**config.mk**
```make
export PLATFORM = sky130hd
export DESIGN_NAME = skip_exec_unit
export DESIGN_NICKNAME = d
export VERILOG_FILES = /design/src/rtl/skip_pkg.sv /design/src/rtl/skip_arith.sv /design/src/rtl/skip_bitpick.sv /design/src/rtl/skip_decide.sv /design/src/rtl/skip_cost.sv /design/src/rtl/skip_exec_unit.sv
export SDC_FILE = /design/constraint.sdc
export NUM_CORES = 1
export LEC_CHECK = 0
export ABC_CLOCK_PERIOD_IN_PS = 4200
export CAP_MARGIN = 25
export CORE_MARGIN = 4
export CORE_UTILIZATION = 45
export DETAILED_ROUTE_END_ITERATION = 10
export PLACE_DENSITY = 0.77
export RECOVER_POWER = 50
export SYNTH_ARGS = -nofsm -noshare
export SYNTH_HDL_FRONTEND = slang
export SYNTH_SLANG_ARGS = --single-unit
```
**constraint.sdc**
```tcl
create_clock -name clk -period 4.2 [get_ports clk]
set_input_delay 1.26 -clock clk [delete_from_list [all_inputs] [get_ports clk]]
set_output_delay 1.26 -clock clk [all_outputs]
set_load 0.02 [all_outputs]
```
**src/rtl/skip_pkg.sv**
```systemverilog
package skip_pkg;
  localparam int unsigned OP_W  = 3;
  localparam int unsigned CYC_W = 2;

  typedef enum logic [OP_W-1:0] {
    OP_CMP    = 3'd0,
    OP_INC_A  = 3'd1,
    OP_INC_M  = 3'd2,
    OP_DEC_A  = 3'd3,
    OP_DEC_M  = 3'd4,
    OP_BT_CLR = 3'd5,
    OP_BT_SET = 3'd6,
    OP_RSVD   = 3'd7
  } skip_op_e;

  typedef struct packed {
    logic wr_acc;
    logic wr_mem;
    logic skip;
    logic flag_we;
    logic use_diff;
    logic use_step;
    logic use_pass;
  } skip_ctl_t;
endpackage

```
**src/rtl/skip_arith.sv**
```systemverilog
module skip_arith #(
  parameter int unsigned DW = 8
) (
  input  logic [DW-1:0] acc_i,
  input  logic [DW-1:0] opnd_i,
  input  logic          dec_i,
  output logic [DW-1:0] diff_o,
  output logic          eq_o,
  output logic          nb_o,
  output logic [DW-1:0] step_o,
  output logic          step_zero_o
);
  function automatic logic [DW:0] sub_ext(input logic [DW-1:0] a, input logic [DW-1:0] b);
    return {1'b0, a} - {1'b0, b};
  endfunction

  function automatic logic [DW-1:0] step_val(input logic [DW-1:0] v, input logic dn);
    return dn ? v - DW'(1) : v + DW'(1);
  endfunction

  logic [DW:0] wide;

  always_comb begin
    wide        = sub_ext(acc_i, opnd_i);
    diff_o      = wide[DW-1:0];
    nb_o        = ~wide[DW];
    eq_o        = (diff_o == '0);
    step_o      = step_val(opnd_i, dec_i);
    step_zero_o = (step_o == '0);
  end
endmodule

```
**src/rtl/skip_bitpick.sv**
```systemverilog
module skip_bitpick #(
  parameter int unsigned DW  = 8,
  localparam int unsigned IW = $clog2(DW)
) (
  input  logic [DW-1:0] val_i,
  input  logic [IW-1:0] idx_i,
  output logic          bit_o
);
  logic [DW-1:0] hit;

  for (genvar g = 0; g < DW; g++) begin : g_sel
    assign hit[g] = val_i[g] & (idx_i == IW'(g));
  end

  assign bit_o = |hit;
endmodule

```
**src/rtl/skip_decide.sv**
```systemverilog
module skip_decide
  import skip_pkg::*;
(
  input  skip_op_e  op_i,
  input  logic      eq_i,
  input  logic      step_zero_i,
  input  logic      bit_i,
  output skip_ctl_t ctl_o
);
  always_comb begin
    ctl_o = '0;
    unique case (op_i)
      OP_CMP: begin
        ctl_o.flag_we  = 1'b1;
        ctl_o.use_diff = 1'b1;
        ctl_o.skip     = eq_i;
      end
      OP_INC_A, OP_DEC_A: begin
        ctl_o.wr_acc   = 1'b1;
        ctl_o.use_step = 1'b1;
        ctl_o.skip     = step_zero_i;
      end
      OP_INC_M, OP_DEC_M: begin
        ctl_o.wr_mem   = 1'b1;
        ctl_o.use_step = 1'b1;
        ctl_o.skip     = step_zero_i;
      end
      OP_BT_CLR: begin
        ctl_o.use_pass = 1'b1;
        ctl_o.skip     = ~bit_i;
      end
      OP_BT_SET: begin
        ctl_o.use_pass = 1'b1;
        ctl_o.skip     = bit_i;
      end
      default: ctl_o = '0;
    endcase
  end
endmodule

```
**src/rtl/skip_cost.sv**
```systemverilog
module skip_cost
  import skip_pkg::*;
(
  input  logic             skip_i,
  input  logic             wr_mem_i,
  input  logic             ram_i,
  output logic [CYC_W-1:0] cyc_o
);
  function automatic logic [CYC_W-1:0] cost(input logic s, input logic m, input logic r);
    logic [CYC_W-1:0] c;
    c = CYC_W'(1);
    if (s) c = c + CYC_W'(1);
    if (m && r) c = c + CYC_W'(1);
    return c;
  endfunction

  assign cyc_o = cost(skip_i, wr_mem_i, ram_i);
endmodule

```
**src/rtl/skip_exec_unit.sv**
```systemverilog
module skip_exec_unit
  import skip_pkg::*;
#(
  parameter int unsigned DW  = 8,
  localparam int unsigned IW = $clog2(DW)
) (
  input  logic             clk,
  input  logic             rst_n,
  input  logic             start_i,
  input  logic [OP_W-1:0]  op_i,
  input  logic [DW-1:0]    acc_i,
  input  logic [DW-1:0]    opnd_i,
  input  logic [IW-1:0]    bit_i,
  input  logic             ram_i,
  output logic [DW-1:0]    res_o,
  output logic             wr_acc_o,
  output logic             wr_mem_o,
  output logic             skip_o,
  output logic [CYC_W-1:0] cyc_o,
  output logic             zf_o,
  output logic             cf_o,
  output logic             done_o
);
  skip_op_e         op;
  logic [DW-1:0]    diff, step, res_c;
  logic             eq, nb, step_zero, pick;
  skip_ctl_t        ctl;
  logic [CYC_W-1:0] cyc_c;
  logic             cmp_ev;

  assign op = skip_op_e'(op_i);

  skip_arith #(.DW(DW)) u_arith (
    .acc_i(acc_i), .opnd_i(opnd_i),
    .dec_i(op == OP_DEC_A || op == OP_DEC_M),
    .diff_o(diff), .eq_o(eq), .nb_o(nb),
    .step_o(step), .step_zero_o(step_zero)
  );

  skip_bitpick #(.DW(DW)) u_pick (
    .val_i(opnd_i), .idx_i(bit_i), .bit_o(pick)
  );

  skip_decide u_dec (
    .op_i(op), .eq_i(eq), .step_zero_i(step_zero), .bit_i(pick), .ctl_o(ctl)
  );

  skip_cost u_cost (
    .skip_i(ctl.skip), .wr_mem_i(ctl.wr_mem), .ram_i(ram_i), .cyc_o(cyc_c)
  );

  always_comb begin
    res_c = '0;
    if (ctl.use_diff) res_c = diff;
    if (ctl.use_step) res_c = step;
    if (ctl.use_pass) res_c = opnd_i;
  end

  assign cmp_ev = start_i && ctl.flag_we;

  always_ff @(posedge clk) begin
    if (!rst_n) begin
      res_o    <= '0;
      wr_acc_o <= 1'b0;
      wr_mem_o <= 1'b0;
      skip_o   <= 1'b0;
      cyc_o    <= '0;
      zf_o     <= 1'b0;
      cf_o     <= 1'b0;
      done_o   <= 1'b0;
    end else begin
      done_o <= start_i;
      if (start_i) begin
        res_o    <= res_c;
        wr_acc_o <= ctl.wr_acc;
        wr_mem_o <= ctl.wr_mem;
        skip_o   <= ctl.skip;
        cyc_o    <= cyc_c;
      end else begin
        wr_acc_o <= 1'b0;
        wr_mem_o <= 1'b0;
      end
      if (cmp_ev) begin
        zf_o <= eq;
        cf_o <= nb;
      end
    end
  end

  // one result pulse per start
  p_done_follows_r9: assert property (@(posedge clk) disable iff (!rst_n)
    start_i |=> done_o);
  p_no_stray_done_r9: assert property (@(posedge clk) disable iff (!rst_n)
    !start_i |=> !done_o);
  // flags move only on a compare
  p_flags_hold_r7: assert property (@(posedge clk) disable iff (!rst_n)
    !cmp_ev |=> ($stable(zf_o) && $stable(cf_o)));
  // an equal compare leaves zero flag set and requests skip
  p_cmp_eq_skip_r2: assert property (@(posedge clk) disable iff (!rst_n)
    cmp_ev |=> (zf_o == skip_o) && !wr_acc_o && !wr_mem_o);
  // writes skip exactly on a zero result
  p_zero_skip_r3: assert property (@(posedge clk) disable iff (!rst_n)
    (done_o && (wr_acc_o || wr_mem_o)) |-> (skip_o == (res_o == '0)));
  p_one_target_r5: assert property (@(posedge clk) disable iff (!rst_n)
    !(wr_acc_o && wr_mem_o));
  // cost bounds
  p_cost_skip_r8: assert property (@(posedge clk) disable iff (!rst_n)
    (done_o && skip_o) |-> (cyc_o >= CYC_W'(2)));
  p_cost_max_r8: assert property (@(posedge clk) disable iff (!rst_n)
    (done_o && cyc_o == CYC_W'(3)) |-> (skip_o && wr_mem_o));
  p_cost_nonzero_r8: assert property (@(posedge clk) disable iff (!rst_n)
    done_o |-> (cyc_o != '0));
endmodule

```
==> metrics.csv, run 1 <==
metric,value,unit
outcome,"finished, final reports clean",
dieArea,4880,sq um
synth_top_area_frac,0.186,
grt_pass1_vias,1804,
synthTopCellsByCount,"nand2_1 (21), ha_1 (18), inv_1 (17)",
synthesis.area,1720,sq um
powerDensity,233,nW/um^2
fin_crit_sh,0.977,
yosysMostFrequentCell,nand2_1,
cp_data_required_time,4.34,ns
dp.cells,339,
hold_path.class,register to register,
fin_util,0.736,
root_buffer,clkbuf_8,
path_cells,clkdlybuf4s50_1 > inv_1 > ha_2 > fa_2 > nor2b_2 > o22ai_2 > xnor2_2 > a2111oi_4 > or4b_4 > and2_1 > ha_1 > nand2_1 > o211a_1,
hold_viol,0,
cts_max_level,1,
path_buf_inv,2,
dp_hpwl,3960,um
coreArea,3690,sq um
row_count,22,
critPathMaxStageDelay,0.51,ns
slew_violations,0,
ys.flop_type,dfxtp_1,
vias,1961,
cts_tree,built,
final_area,2720,sq um
finalSetupViolations,0,
ys_warn_count,0,
ys_ff_latch,16,
maxCapViolCount,0,
nets,344,
cts_sinks,16,
leakage,1.23,nW
fmax,0.244,GHz
ir_drop,0.0000984,V
critPathCaptureType,register,
fp.dieH,69.9,um
crit_family,simple AND/OR/NAND/NOR gates,
wire_per_inst,15.2,um
skew,0,ns
worstPathArrival,4.25,ns
synth_edf_count,0,
yosysTopAreaCell,dfxtp_1,
portBuffers,41,
dr.pass1.iters,4,
synth_cell_type_count,53,
die_w,69.9,um
finalCriticalPeriod,4.11,ns
synthTopCellsByArea,"dfxtp_1 (19%), ha_1 (13%), nand2_1 (4.6%)",
grt_max_degree,20,
clockBufferDepth,2,
clk_pin_slew,0.06,ns
slew_headroom,0.698,
crit_slowest_cell,or4b_4,
synth_nets,262,
drive_gt1_frac,0.283,
antenna_found_initial,0,
cp-start-kind,input pin,
drt_wl_total,5230,um
overflow,0,
dpl_cell_area,2480,sq um
syn_area_per_cell,7.97,sq um
drc_errors,0,
path_class,input pin to register,
start_util,0.467,
gp_congestion,0.904,
yosysSeqAreaShare,0.186,
worstMarginPinSlew,0.447,ns
synth_cells,216,
antennaDiodeCount,0,
drtIter0Drc,192,
avgViaCountPerCell,5.68,
detail-route-antenna-nets,0,
layout.cells.non_filler,345,
fin_setup_tns,0,ns
syn_to_final_growth,57.8,%
insertion_delay,0.25,ns
synthArstFlopShare,0,
grt_pass1_wl,7940,um
ios,42,
track_usage,0.194,
path_max_fanout,2,
fillers,294,
total_power,0.634,mW
cts_buffers,3,
what timing repair did:
item | in CTS | in global routing
gates resized for setup | 4 | 30
hold buffers | 0 | 0
endpoints found under the setup margin | 2 | 4
buffers inserted | 0 | 2
pin swaps | 2 | 6
power by group:
group / internal [mW] / switching, mW
clock network: 0.0831 / 0.0501
registers: 0.162 / 0.00452
logic: 0.171 / 0.163
placed cells by master, fill, tap and decap left out, types with 3 or more instances in the layout:
| master | count |
|---|---|
| o211ai_1 | 4 |
| nand2b_1 | 3 |
| ha_4 | 5 |
| clkbuf_8 | 4 |
| nand3b_1 | 4 |
| a211oi_1 | 8 |
| dlymetal6s2s_1 | 3 |
| nand2_1 | 21 |
| a21oi_1 | 11 |
| o21ai_0 | 12 |
| xor2_1 | 3 |
| ha_1 | 11 |
| a21boi_0 | 3 |
| o211a_1 | 5 |
| dfxtp_1 | 16 |
| or3_1 | 3 |
| and2_1 | 5 |
| buf_4 | 45 |
| nand3_1 | 3 |
| dlygate4sd3_1 | 14 |
| a21o_1 | 3 |
| inv_1 | 17 |
| nor3_1 | 4 |
| clkdlybuf4s50_1 | 24 |
| nor2_1 | 9 |
tightest hold or removal path: cells and delay by family (launching register included):
kind             cells  cell delay (ns)
flip-flops           1             0.31
AND/OR/NAND/NOR      1             0.05
AO/OA/AOI/OAI        1             0.05
area by class of cell:
class	instances	area, sq um	area share
tap	48	60.1	0.0221
sequential	16	320	0.118
clock buffer	4	55.1	0.0203
inverter	17	63.8	0.0235
timing repair buffer	86	756	0.278
multi-input combinational	174	1460	0.538
sequential cells by signal, summed over array words and instances (netlist names):
signal	flops
done_o	1
res_o	8
skip_o	1
wr_acc_o	1
cf_o	1
wr_mem_o	1
cyc_o	2
zf_o	1
final timing paths:
path,start,end,slack (ns),cells after the start
setup reg to reg,res_o[3]$_SDFFE_PN0P_,res_o[3]$_SDFFE_PN0P_,3.49,2
hold reg to reg,zf_o$_SDFFE_PN0P_,zf_o$_SDFFE_PN0P_,0.46,2
setup / recovery,acc_i[0],cyc_o[0]$_SDFFE_PN0P_,0.09,13
hold / removal,zf_o$_SDFFE_PN0P_,zf_o$_SDFFE_PN0P_,0.46,2
metal layers:
| layer | track usage | share of wire | vias to the layer above |
|---|---|---|---|
| met1 | 0.245 | 0.42 | 903 |
| met5 | 0 | 0 | - |
| met3 | 0.0288 | 0.060 | 18 |
| met2 | 0.344 | 0.49 | 78 |
| li1 | - | - | 962 |
| met4 | 0.0489 | 0.028 | 0 |
through the flow:
step / hold slack, ns / worst slack (ns)
6_report: 0.457 / 0.0947
5_1_grt: 0.490 / -0.0386
4_1_cts: 0.459 / 0.00181
3_5_place_dp: 0.452 / -0.379
3_3_place_gp: 0.438 / -0.323
2_1_floorplan: 0.529 / 0.0673
cell families (layout without fill, tap and decap cells):
group	Yosys count	after routing	synth area share
compound gates	71	71	0.301
xor+xnor	6	6	0.0305
fa+ha+maj	20	20	0.154
buf+inv	26	107	0.0589
flops	16	16	0.186
mux	4	4	0.0378
simple gates	73	73	0.232
No activity file was read; power rests on OpenSTA's default activity.
==> inputs of run 2 (changes only) <==
==> constraint.sdc (replaced) <==
create_clock -name clk -period 4.2 [get_ports clk]
set_input_delay 0.84 -clock clk [delete_from_list [all_inputs] [get_ports clk]]
set_output_delay 0.84 -clock clk [all_outputs]
set_load 0.02 [all_outputs]
==> metrics.csv, run 2 (synthesis gave the netlist of run 1 again) <==
metric,value,unit
root_buffer,clkbuf_8,
cts_max_level,1,
dieArea,4880,sq um
clkPwrFrac,0.238,
dr.pass1.iters,4,
drtIter0Drc,136,
antenna_found_initial,0,
final_cell_mix,"clkdlybuf4s50_1 (25), nand2_1 (21), ha_1 (18)",
cp-start-kind,input pin,
fmax,0.258,GHz
cts_resized,0,
rsz0062_at_grt,false,
critPathCaptureType,register,
wire_per_inst,14.3,um
drive_gt1_frac,0.120,
dp.cells,310,
power.internal,0.368,mW
clockBufferDepth,2,
path_cells,clkdlybuf4s50_1 > and3b_1 > or2_2 > ha_1 > a21oi_1 > a21oi_1 > or3_1 > a2111oi_2 > a32oi_1 > and2_1 > ha_1 > nand2_1 > o211a_1,
cp_data_required_time,4.34,ns
avgViaCountPerCell,5.68,
fin_setup_tns,0,ns
drc_errors,0,
hold_path_depth,2,
netSwitchingFraction,0.343,
min_to,zf_o$_SDFFE_PN0P_,
start_util,0.467,
coreArea,3690,sq um
insertion_delay,0.25,ns
ir_drop,0.000114,V
finalWorstSetupSlack,0.321,ns
reg2reg_depth,2,
critPathMaxStageDelay,0.49,ns
path_max_fanout,8,
leakage,1.04,nW
r2r_start,res_o[3]$_SDFFE_PN0P_,
cts_tree,built,
r2r-end,res_o[3]$_SDFFE_PN0P_,
reg2reg_slack,3.49,ns
reg.largest.list,"res_o (8), cyc_o (2)",
worstHoldStart,zf_o$_SDFFE_PN0P_,
cts_setup_buffers,0,
whs,0.471,ns
grt_max_degree,20,
antennaDiodeCount,0,
track_usage,0.181,
p_switching,0.192,mW
worstMarginPinSlew,0.591,ns
final_common_cell,clkdlybuf4s50_1,
dpl_worst_slack,0.0314,ns
skew,0,ns
hold_path.class,register to register,
drt_wl_total,4500,um
finalSetupViolations,0,
overflow,0,
nets,313,
ios,42,
fp.dieH,69.9,um
fin_crit_sh,0.924,
hold_buffers,0,
syn_to_final_growth,35.1,%
gp_congestion,0.922,
dp_hpwl,3750,um
grt_pass1_wl,7290,um
pwr-share-seq,0.297,
detail-route-antenna-nets,0,
top_register,res_o,
portBuffers,41,
crit_slowest_cell,clkdlybuf4s50_1,
hold_viol,0,
layout.cells.non_filler,314,
finalCriticalPeriod,3.88,ns
slew_violations,0,
outcome,"finished, final reports clean",
largest_reg_flops,8,
cts_sinks,16,
powerDensity,241,nW/um^2
row_count,22,
grt_pass1_vias,1609,
total_power,0.560,mW
path_class,input pin to register,
maxCapViolCount,0,
clk_pin_slew,0.06,ns
vias,1785,
slew_headroom,0.605,
worstPathArrival,4.02,ns
cts_buffers,3,
power.share.combinational,0.465,
die_w,69.9,um
-- run 2: cell types whose count changed in the layout (fill, tap and decap cells not counted), sizes merged --
cell / change
buf: -31
dlymetal6s2s: -3
dlygate4sd3: +2
clkdlybuf4s50: +1
-- run 2: routing by layer --
| layer | vias up | wire length [um] | track usage | share of wire |
|---|---|---|---|---|
| met4 | 0 | 36 | 0.0553 | 0.0080 |
| met2 | 61 | 2110 | 0.296 | 0.47 |
| li1 | 905 | - | - | - |
| met1 | 813 | 2070 | 0.243 | 0.46 |
| met5 | - | 0 | 0 | 0 |
| met3 | 6 | 280 | 0.0317 | 0.062 |
-- run 2: area by class of cell --
class / instances / area (sq um)
clock buffer: 4 / 55.1
fill: 341 / 1360
inverter: 17 / 63.8
multi-input combinational: 174 / 1310
sequential: 16 / 320
tap: 48 / 60.1
timing repair buffer: 55 / 515
-- run 2: metrics by stage --
stage | area (sq um) | util
2_1_floorplan | 1720 | -
6_report | 2330 | 0.631
3_3_place_gp | 2260 | 0.613
5_1_grt | 2330 | 0.631
3_5_place_dp | 2260 | 0.613
4_1_cts | 2310 | 0.628
-- run 2: worst max-delay path: cells and delay by family --
family                   cells  cell delay (ns)
AND/OR/NAND/NOR              5             1.14
AO/OA/AOI/OAI                5             0.94
adder cells (fa/ha/maj)      2             0.61
buffers and inverters        1             0.49
-- run 2: worst max-delay path by stage --
| stage | from | endpoint | slack [ns] | cells after the start |
|---|---|---|---|---|
| 4_1_cts | op_i[2] | cyc_o[0]$_SDFFE_PN0P_ | 0.27 | 13 |
| 6_report | op_i[2] | cyc_o[0]$_SDFFE_PN0P_ | 0.32 | 13 |
| 5_1_grt | op_i[2] | cyc_o[0]$_SDFFE_PN0P_ | 0.05 | 13 |
| 2_1_floorplan | op_i[0] | cyc_o[0]$_SDFFE_PN0P_ | 0.49 | 13 |
| 3_3_place_gp | op_i[2] | cyc_o[0]$_SDFFE_PN0P_ | 0.07 | 13 |
| 3_5_place_dp | op_i[2] | cyc_o[0]$_SDFFE_PN0P_ | 0.03 | 14 |
-- run 2: power by group through the flow --
| stage | Sequential, mW | Clock [mW] | Combinational, mW |
|---|---|---|---|
| after detailed placement | 0.170 | 0 | 0.259 |
| final | 0.167 | 0.133 | 0.261 |
| after global routing | 0.168 | 0.144 | 0.285 |
| after CTS | 0.167 | 0.137 | 0.260 |
| after floorplan | 0.183 | 0 | 0.150 |
| after global placement | 0.170 | 0 | 0.255 |
==> inputs of run 3 (changes only) <==
CORE_MARGIN = 8   (was 4)
==> metrics.csv, run 3 (synthesis gave the netlist of run 1 again) <==
metric,value,unit
coreArea,3660,sq um
worstHoldStart,zf_o$_SDFFE_PN0P_,
clockBufferDepth,2,
path_cells,clkdlybuf4s50_1 > and3b_1 > or2_2 > ha_1 > a21oi_1 > a21oi_1 > or3_1 > a2111oi_0 > a32oi_1 > and2_1 > ha_1 > nand2_1 > o211a_1,
outcome,"finished, final reports clean",
cts_sinks,16,
wire_per_inst,15.3,um
grt-busiest-layer,met2,
grt_pass1_vias,1744,
fmax,0.250,GHz
drtIter0Drc,98,
insertion_delay,0.25,ns
regArea,320,sq um
root_buffer,clkbuf_8,
dp_hpwl,4060,um
finalSetupViolations,0,
reg2reg_slack,3.48,ns
cts_resized,0,
slew_headroom,0.605,
fin_setup_tns,0,ns
critPathLaunch,op_i[2],
reg.largest.list,"res_o (8), cyc_o (2)",
dieArea,6060,sq um
p_switching,0.194,mW
drive_gt1_frac,0.116,
antennaDiodeCount,0,
cts_max_level,1,
die_w,77.9,um
syn_to_final_growth,34.9,%
powerDensity,242,nW/um^2
slew_violations,0,
clkPwrFrac,0.239,
grt_use_met1,0.202,
finalWorstSetupSlack,0.206,ns
leakage,1.04,nW
grt_pass1_wl,8150,um
vias,1802,
power.internal,0.368,mW
critPathCaptureType,register,
overflow,0,
drc_errors,0,
path_max_fanout,9,
r2r_start,res_o[3]$_SDFFE_PN0P_,
dpl_worst_slack,0.0164,ns
ios,42,
start_util,0.470,
top_register,res_o,
ir_drop,0.0000863,V
largest_reg_flops,8,
antenna_found_initial,0,
path_class,input pin to register,
cts_buffers,3,
row_count,22,
hold_path.class,register to register,
hold_viol,0,
rsz0062_at_grt,false,
globalRouteMet3Util,0.0357,
cp_data_required_time,4.34,ns
cts_tree,built,
cts_setup_buffers,0,
fp.dieH,77.9,um
fillers,339,
use_met2,0.261,
final_common_cell,clkdlybuf4s50_1,
multi_input_area,1300,sq um
finalCriticalPeriod,3.99,ns
gp_congestion,0.963,
cp-start-kind,input pin,
final_cell_mix,"clkdlybuf4s50_1 (25), nand2_1 (21), ha_1 (18)",
pwr-share-seq,0.296,
maxCapViolCount,0,
grt_max_degree,20,
hold_buffers,0,
nets,314,
clk_pin_slew,0.06,ns
portBuffers,41,
crit_slowest_cell,clkdlybuf4s50_1,
power.share.combinational,0.465,
fin_crit_sh,0.951,
skew,0,ns
avgViaCountPerCell,5.72,
drt_wl_total,4820,um
track_usage,0.160,
worstMarginPinSlew,0.591,ns
dr.pass1.iters,4,
netSwitchingFraction,0.345,
critPathMaxStageDelay,0.49,ns
detail-route-antenna-nets,0,
worstPathArrival,4.14,ns
total_power,0.562,mW
-- run 3: final cells by class --
class / count / area share
Tap cell: 48 / 0.0259
Timing Repair Buffer: 56 / 0.225
Multi-Input combinational cell: 174 / 0.560
Clock buffer: 4 / 0.0237
Inverter: 17 / 0.0275
Sequential cell: 16 / 0.138
-- run 3: worst paths after layout --
path                           end  cells after the start
min              zf_o$_SDFFE_PN0P_                      2
min reg2reg      zf_o$_SDFFE_PN0P_                      2
max reg2reg  res_o[3]$_SDFFE_PN0P_                      2
max          cyc_o[0]$_SDFFE_PN0P_                     13
-- run 3: worst max-delay path: cells and delay by family --
kind	cells	cell delay (ns)
adders and majority gates	2	0.62
AOI/OAI and AO/OA	5	1.03
buffers and inverters	1	0.49
and+or+nand+nor	5	1.14
-- run 3: power by group through the flow --
stage / Clock, mW / Sequential [mW] / Combinational [mW]
floorplan: 0 / 0.183 / 0.150
global placement: 0 / 0.170 / 0.257
detailed placement: 0 / 0.170 / 0.262
CTS: 0.138 / 0.167 / 0.264
global route: 0.143 / 0.168 / 0.287
finish: 0.134 / 0.166 / 0.262
-- run 3: stage by stage --
step | cell area, sq um | std cells | util | hold slack, ns
2_1_floorplan | 1720 | 216 | - | 0.529
3_3_place_gp | 2270 | 311 | 0.619 | 0.442
3_5_place_dp | 2270 | 311 | 0.619 | 0.451
4_1_cts | 2320 | 315 | 0.634 | 0.458
5_1_grt | 2320 | 315 | 0.634 | 0.491
6_report | 2320 | 315 | 0.634 | 0.453
-- run 3: per-layer routing --
| metal | share of wire | up-vias |
|---|---|---|
| met3 | 0.059 | 6 |
| li1 | - | 906 |
| met4 | 0.012 | 0 |
| met2 | 0.47 | 67 |
| met1 | 0.46 | 823 |
| met5 | 0 | - |
